## src/rtl/ioreg_pkg.sv

```systemverilog
package ioreg_pkg;

    localparam logic [9:0] ADR_LED   = 10'h231;
    localparam logic [9:0] ADR_FLASH = 10'h233;
    localparam logic [9:0] ADR_LOC   = 10'h234;

    typedef enum logic [2:0] {
        SEL_NONE,
        SEL_LED,
        SEL_FLASH,
        SEL_LOC,
        SEL_STAT,
        SEL_PAGE
    } reg_sel_e;

    typedef enum logic [1:0] {
        ST_IDLE,
        ST_WRITE,
        ST_WAIT
    } bus_st_e;

    function automatic logic [9:0] pair_base(input logic [1:0] loc);
        unique case (loc)
            2'b00: pair_base = 10'h180;
            2'b01: pair_base = 10'h2E0;
            2'b10: pair_base = 10'h3E0;
            default: pair_base = 10'h300;
        endcase
    endfunction

endpackage

```

## src/rtl/ioreg_decode.sv

```systemverilog
module ioreg_decode
    import ioreg_pkg::*;
#(
    parameter int unsigned IO_AW = 10
) (
    input  logic [IO_AW-1:0] io_addr,
    input  logic [1:0]       loc,
    output reg_sel_e         sel
);
    logic [IO_AW-1:0] base;

    always_comb begin
        base = IO_AW'(pair_base(loc));
        if (io_addr == IO_AW'(ADR_LED))          sel = SEL_LED;
        else if (io_addr == IO_AW'(ADR_FLASH))   sel = SEL_FLASH;
        else if (io_addr == IO_AW'(ADR_LOC))     sel = SEL_LOC;
        else if (io_addr == base)                sel = SEL_STAT;
        else if (io_addr == base + IO_AW'(1))    sel = SEL_PAGE;
        else                                     sel = SEL_NONE;
    end
endmodule

```

## src/rtl/ioreg_bank.sv

```systemverilog
module ioreg_bank
    import ioreg_pkg::*;
#(
    parameter int unsigned FPAGE_W = 4,
    parameter int unsigned SPAGE_W = 3
) (
    input  logic               clk,
    input  logic               rst_n,
    input  logic               wr_en,
    input  reg_sel_e           wr_sel,
    input  logic [7:0]         wr_data,
    input  reg_sel_e           rd_sel,
    input  logic               disk_en,
    input  logic               video_en,
    input  logic               cmos_ok,
    input  logic               batt_fail,
    input  logic [3:0]         panel_sel,
    output logic [7:0]         rd_data,
    output logic [1:0]         loc,
    output logic [FPAGE_W-1:0] flash_page,
    output logic [SPAGE_W-1:0] sram_page,
    output logic               flash_en
);
    logic rsv5;

    always_ff @(posedge clk or negedge rst_n) begin
        if (!rst_n) begin
            loc        <= 2'b00;
            flash_page <= '0;
            sram_page  <= '0;
            flash_en   <= 1'b0;
            rsv5       <= 1'b0;
        end else if (wr_en) begin
            unique case (wr_sel)
                SEL_LED:   flash_en   <= wr_data[5];
                SEL_FLASH: flash_page <= wr_data[FPAGE_W-1:0];
                SEL_LOC:   loc        <= wr_data[7:6];
                SEL_PAGE: begin
                    sram_page <= wr_data[SPAGE_W-1:0];
                    rsv5      <= wr_data[5];
                end
                default: ;
            endcase
        end
    end

    always_comb begin
        rd_data = 8'h00;
        unique case (rd_sel)
            SEL_LED:   rd_data = {cmos_ok, video_en, flash_en, 3'b000, disk_en, 1'b0};
            SEL_FLASH: begin
                rd_data[7:4]         = panel_sel;
                rd_data[FPAGE_W-1:0] = flash_page;
            end
            SEL_LOC:   rd_data = {loc, 6'b000000};
            SEL_STAT:  rd_data = {7'b0000000, batt_fail};
            SEL_PAGE:  begin
                rd_data[5]           = rsv5;
                rd_data[SPAGE_W-1:0] = sram_page;
            end
            default:   rd_data = 8'h00;
        endcase
    end
endmodule

```

## src/rtl/mem_window.sv

```systemverilog
module mem_window #(
    parameter int unsigned      AW     = 20,
    parameter int unsigned      WIN_AW = 14,
    parameter logic [AW-1:0]    BASE   = '0
) (
    input  logic [AW-1:0] addr,
    input  logic          strobe,
    input  logic          gate,
    output logic          cs_n
);
    localparam int unsigned TAG_W = AW - WIN_AW;
    localparam logic [TAG_W-1:0] TAG = BASE[AW-1:WIN_AW];

    assign cs_n = !(strobe && gate && (addr[AW-1:WIN_AW] == TAG));
endmodule

```

## src/rtl/ioreg_glue.sv

```systemverilog
module ioreg_glue
    import ioreg_pkg::*;
#(
    parameter int unsigned   MEM_AW      = 20,
    parameter int unsigned   IO_AW       = 10,
    parameter int unsigned   FPAGE_W     = 4,
    parameter int unsigned   SPAGE_W     = 3,
    parameter int unsigned   FWIN_AW     = 15,
    parameter int unsigned   SWIN_AW     = 14,
    parameter int unsigned   LO_W        = 15,
    parameter logic [19:0]   FLASH_BASE  = 20'hD0000,
    parameter logic [19:0]   SRAM_BASE   = 20'hCC000
) (
    input  logic               clk,
    input  logic               rst_n,
    input  logic [MEM_AW-1:0]  bus_addr,
    input  logic [7:0]         data_in,
    output logic [7:0]         data_out,
    output logic               data_oe,
    input  logic               ior_n,
    input  logic               iow_n,
    input  logic               memr_n,
    input  logic               memw_n,
    input  logic               disk_en,
    input  logic               video_en,
    input  logic               cmos_ok,
    input  logic               batt_fail,
    input  logic [3:0]         panel_sel,
    output logic [FPAGE_W-1:0] flash_page,
    output logic [SPAGE_W-1:0] sram_page,
    output logic [LO_W-1:0]    dev_addr,
    output logic               flash_cs_n,
    output logic               sram_cs_n
);
    localparam logic [MEM_AW-1:0] FBASE = MEM_AW'(FLASH_BASE);
    localparam logic [MEM_AW-1:0] SBASE = MEM_AW'(SRAM_BASE);

    bus_st_e    state_q, state_d;
    reg_sel_e   sel, wr_sel_q;
    logic [7:0] wr_data_q;
    logic [7:0] rd_data;
    logic [1:0] loc;
    logic       flash_en;
    logic       mem_strobe;

    ioreg_decode #(.IO_AW(IO_AW)) u_dec (
        .io_addr (bus_addr[IO_AW-1:0]),
        .loc     (loc),
        .sel     (sel)
    );

    // state register
    always_ff @(posedge clk or negedge rst_n) begin
        if (!rst_n) begin
            state_q   <= ST_IDLE;
            wr_sel_q  <= SEL_NONE;
            wr_data_q <= 8'h00;
        end else begin
            state_q <= state_d;
            if (state_q == ST_IDLE && !iow_n && sel != SEL_NONE) begin
                wr_sel_q  <= sel;
                wr_data_q <= data_in;
            end
        end
    end

    // next state
    always_comb begin
        state_d = state_q;
        unique case (state_q)
            ST_IDLE:  if (!iow_n && sel != SEL_NONE) state_d = ST_WRITE;
            ST_WRITE: state_d = ST_WAIT;
            ST_WAIT:  if (iow_n) state_d = ST_IDLE;
            default:  state_d = ST_IDLE;
        endcase
    end

    ioreg_bank #(.FPAGE_W(FPAGE_W), .SPAGE_W(SPAGE_W)) u_bank (
        .clk        (clk),
        .rst_n      (rst_n),
        .wr_en      (state_q == ST_WRITE),
        .wr_sel     (wr_sel_q),
        .wr_data    (wr_data_q),
        .rd_sel     (sel),
        .disk_en    (disk_en),
        .video_en   (video_en),
        .cmos_ok    (cmos_ok),
        .batt_fail  (batt_fail),
        .panel_sel  (panel_sel),
        .rd_data    (rd_data),
        .loc        (loc),
        .flash_page (flash_page),
        .sram_page  (sram_page),
        .flash_en   (flash_en)
    );

    // outputs
    always_comb begin
        data_oe  = !ior_n && (sel != SEL_NONE);
        data_out = data_oe ? rd_data : 8'h00;
    end

    assign mem_strobe = !memr_n || !memw_n;
    assign dev_addr   = bus_addr[LO_W-1:0];

    mem_window #(.AW(MEM_AW), .WIN_AW(FWIN_AW), .BASE(FBASE)) u_fwin (
        .addr   (bus_addr),
        .strobe (mem_strobe),
        .gate   (flash_en),
        .cs_n   (flash_cs_n)
    );

    mem_window #(.AW(MEM_AW), .WIN_AW(SWIN_AW), .BASE(SBASE)) u_swin (
        .addr   (bus_addr),
        .strobe (mem_strobe),
        .gate   (1'b1),
        .cs_n   (sram_cs_n)
    );
endmodule

```

## config.mk

```make
export PLATFORM = sky130hd
export DESIGN_NAME = ioreg_glue
export DESIGN_NICKNAME = d
export VERILOG_FILES = /design/src/rtl/ioreg_pkg.sv /design/src/rtl/ioreg_decode.sv /design/src/rtl/ioreg_bank.sv /design/src/rtl/mem_window.sv /design/src/rtl/ioreg_glue.sv
export SDC_FILE = /design/constraint.sdc
export NUM_CORES = 1
export LEC_CHECK = 0
export ABC_CLOCK_PERIOD_IN_PS = 1900
export BUFFER_PORTS_ARGS = -buffer_cell sky130_fd_sc_hd__clkbuf_2
export CAP_MARGIN = 20
export CELL_PAD_IN_SITES_DETAIL_PLACEMENT = 0
export CELL_PAD_IN_SITES_GLOBAL_PLACEMENT = 1
export CORE_MARGIN = 4
export CORE_UTILIZATION = 31
export CTS_CLUSTER_SIZE = 8
export DETAILED_ROUTE_END_ITERATION = 12
export HOLD_SLACK_MARGIN = 0.12
export PLACE_DENSITY = 0.88
export RECOVER_POWER = 50
export SLEW_MARGIN = 25
export SYNTH_ARGS = -nofsm -noshare
export SYNTH_HDL_FRONTEND = slang
export SYNTH_SLANG_ARGS = --single-unit
```

## constraint.sdc

```tcl
create_clock -name clk -period 1.9 [get_ports clk]
set_input_delay 0.19 -clock clk [delete_from_list [all_inputs] [get_ports clk]]
set_output_delay 0.19 -clock clk [all_outputs]
set_load 0.05 [all_outputs]
```

==> metrics.txt <==
run status=complete, but fails checks; violated checks=setup timing; Yosys cell types=44; GRT Util Overall=0.1328; via count=1346; skew final=0.003524 ns; Main synth FF type=dfrtp_1; Ant. Diodes=0; Worst-path clk slew=0.08 ns; H-tree levels=1; # DRC=0; most common cell after layout, fill and taps aside=clkbuf_2; starting density of the core=0.3208; worst skew pair latency=0.26 ns; cell family with most CP delay=simple AND/OR/NAND/NOR gates; R2R Path Start=u_bank.loc[0]; final-report setup violation count=12; DP HPWL=3.231 mm; CP required=1.71 ns; period utilization=1.234; Slew @ Worst Pin=1.273 ns; num ports=between 70 and 80; Worst Hold Depth=2; final net count=258; PnR worst setup slack=-0.4438 ns; master of the slowest instance on the critical path=dfrtp_1; first drt pass iteration count=4; worst hold start=data_in[2]; GP Congestion=0.8933; worst hold path type=in -> reg; Power Dens Cells=approximately 470 mW/mm^2; post-route core utilization=0.4600; f_max=426.7 MHz; setup tns final=-2.586 ns; worst path buffer plus inverter count=2; r2r setup slk=-0.09 ns; worst setup path category=reg -> out; flops & latches, synth=23; Die H=78.15 um; post-synth net total=183; area delta synth->final=43.40%; clock buffer depth=2; initial antenna violation count=0; vias in the first global route=1433; Async SR Flop Fraction=1.000; Core Box Area=0.004755 mm^2; largest net degree at the start of global routing=24; first-pass GRT wire length=6.575 mm; Routed WL=~4.0 mm; crit end category=output port; crit-path max FO=4; worst r2r path cells=7; Buffers on Ports=65; Seq/Total Area, Yosys=0.3774; cells after synthesis=138; Clock Sinks=23; Post-Syn Area=0.001525 mm^2; Die X=roughly 78 um; hold slack=0.1567 ns; crit start category=flop; share of layout cells above drive strength 1=0.5613; slew margin rel.=0.1513; most frequent cells in the layout=clkbuf_2 (46), dfrtp_1 (23), buf_4 (17), clkbuf_1 (14), mux2_2 (11); CP arrival=2.15 ns; Die ar.=0.006107 mm^2; synth warn=0; Hold Path End=wr_data_q[2]; clock root buffer=clkbuf_8; CTS tree=done; number of synthesized flops with an enable pin=0; Initial DRC Count=32; Final ANT Viol Nets=0; FP Rows=25; unrepaired setup endpoints after global routing=yes; DR vias/cell=4.824; WL/cell=14.36 um; Final min period=about 2.3 ns; VDD IR max=0.0002744 V; static leakage=1.017 nW; Congestion Overflow GR=0; placed cell areas=roughly 0.0021 mm^2; max incr delay on CP=0.43 ns; Inserted Clock Buffers=3; Final Cell Area=between 0.002 and 0.0025 mm^2; max-cap viol count=0; worst reg2reg endpoint=wr_data_q[7]; Hold Fails Final Rpt=0; count of final max-slew check failures=0; crit path cell chain=inv_1 -> ha_4 -> or3_4 -> nand2_1 -> nand3b_1 -> o22a_2 -> nor2_4 -> buf_12; Mean Syn Cell Area=11.05 um^2
cell families after synthesis:
kind of cell	after synthesis	share of synthesized area
AO/OA/AOI/OAI	25	0.1329
buffers and inverters	20	0.09680
flip-flops	23	0.3774
adder cells (fa/ha/maj)	3	0.02461
multiplexers	18	0.1501
XOR/XNOR	3	0.01723
AND/OR/NAND/NOR	46	0.2010
metrics by stage:
stage               cells  worst slack [ns]  power [mW]
floorplan             138           -0.1384      0.6711
global placement      272           -0.1571      0.7259
detailed placement    272           -0.1958      0.7297
CTS                   277           -0.4395       1.035
global route          279           -0.5775       1.075
finish                279           -0.4438       1.023
worst register-to-register path, stage by stage, from the launching register on:
cell and delay [ns]:
dfrtp_1 0.43, inv_1 0.11, ha_4 0.20, or3_4 0.33, a211oi_2 0.19, a32o_2 0.18
buf_6 0.15, mux2_4 0.30
power by group:
part / internal [mW] / total, mW / switching (mW) / leakage [nW]
combinational: 0.0820 / 0.208 / 0.126 / 0.683
clock: 0.149 / 0.299 / 0.150 / 0.0228
sequential: 0.504 / 0.516 / 0.0120 / 0.311
total: 0.735 / 1.02 / 0.287 / 1.02
layout make-up:
type	count	area (um^2)
Clock buffer	4	45.04
Fill cell	464	2567
Inverter	4	15.01
Multi-Input combinational cell	95	903.4
Sequential cell	23	575.6
Tap cell	67	83.83
Timing Repair Buffer	86	564.3
cell usage after synthesis, types with 2 or more instances:
cell	instances	area, um^2
a211oi_1	2	15.01
a21oi_1	3	15.01
a222oi_1	2	20.02
a22o_1	2	17.52
a22oi_1	2	15.01
and3_1	3	18.77
buf_4	15	112.6
dfrtp_1	23	575.6
ha_1	3	37.54
inv_1	4	15.01
mux2_2	11	123.9
mux2_4	7	105.1
nand2_1	7	26.28
nand2b_1	2	12.51
nand3_1	2	10.01
nand4b_1	4	35.03
nor2_1	8	30.03
nor2b_1	3	18.77
nor3_1	4	20.02
nor4_2	2	25.02
o21a_1	2	15.01
o2bb2ai_1	2	17.52
or3_1	2	12.51
xnor2_1	3	26.28
per-layer routing:
metal | wire length, um | up-vias | GRT usage
met5 | 0 | - | 0
met4 | 69 | 0 | 0.04720
met3 | 234 | 6 | 0.02294
met2 | 1898 | 45 | 0.2252
met1 | 1805 | 645 | 0.1695
li1 | - | 650 | -
what timing repair did:
item,4_1_cts,5_1_grt
setup buffers,0,2
hold endpoints to repair,23,0
hold buffers,1,0
pin swaps,4,2
setup endpoints to repair,13,15
gates resized for setup,9,5
flip-flops by register name, summed over array words and instances (netlist names):
register           flops
wr_data_q              7
u_bank.flash_page      4
u_bank.sram_page       3
wr_sel_q               3
state_q                2
u_bank.loc             2
u_bank.flash_en        1
u_bank.rsv5            1
how the worst max path moves through the flow:
stage                  start           to  slack, ns  depth (start not counted)
2_1_floorplan  u_bank.loc[1]  data_out[5]      -0.14                          7
5_1_grt        u_bank.loc[0]  data_out[2]      -0.58                          7
6_report       u_bank.loc[0]  data_out[1]      -0.44                          8
3_3_place_gp   u_bank.loc[0]  data_out[2]      -0.16                          7
3_5_place_dp   u_bank.loc[0]  data_out[1]      -0.20                          7
4_1_cts        u_bank.loc[0]  data_out[5]      -0.44                          7
Note: power is estimated with default switching activity, not from simulation.
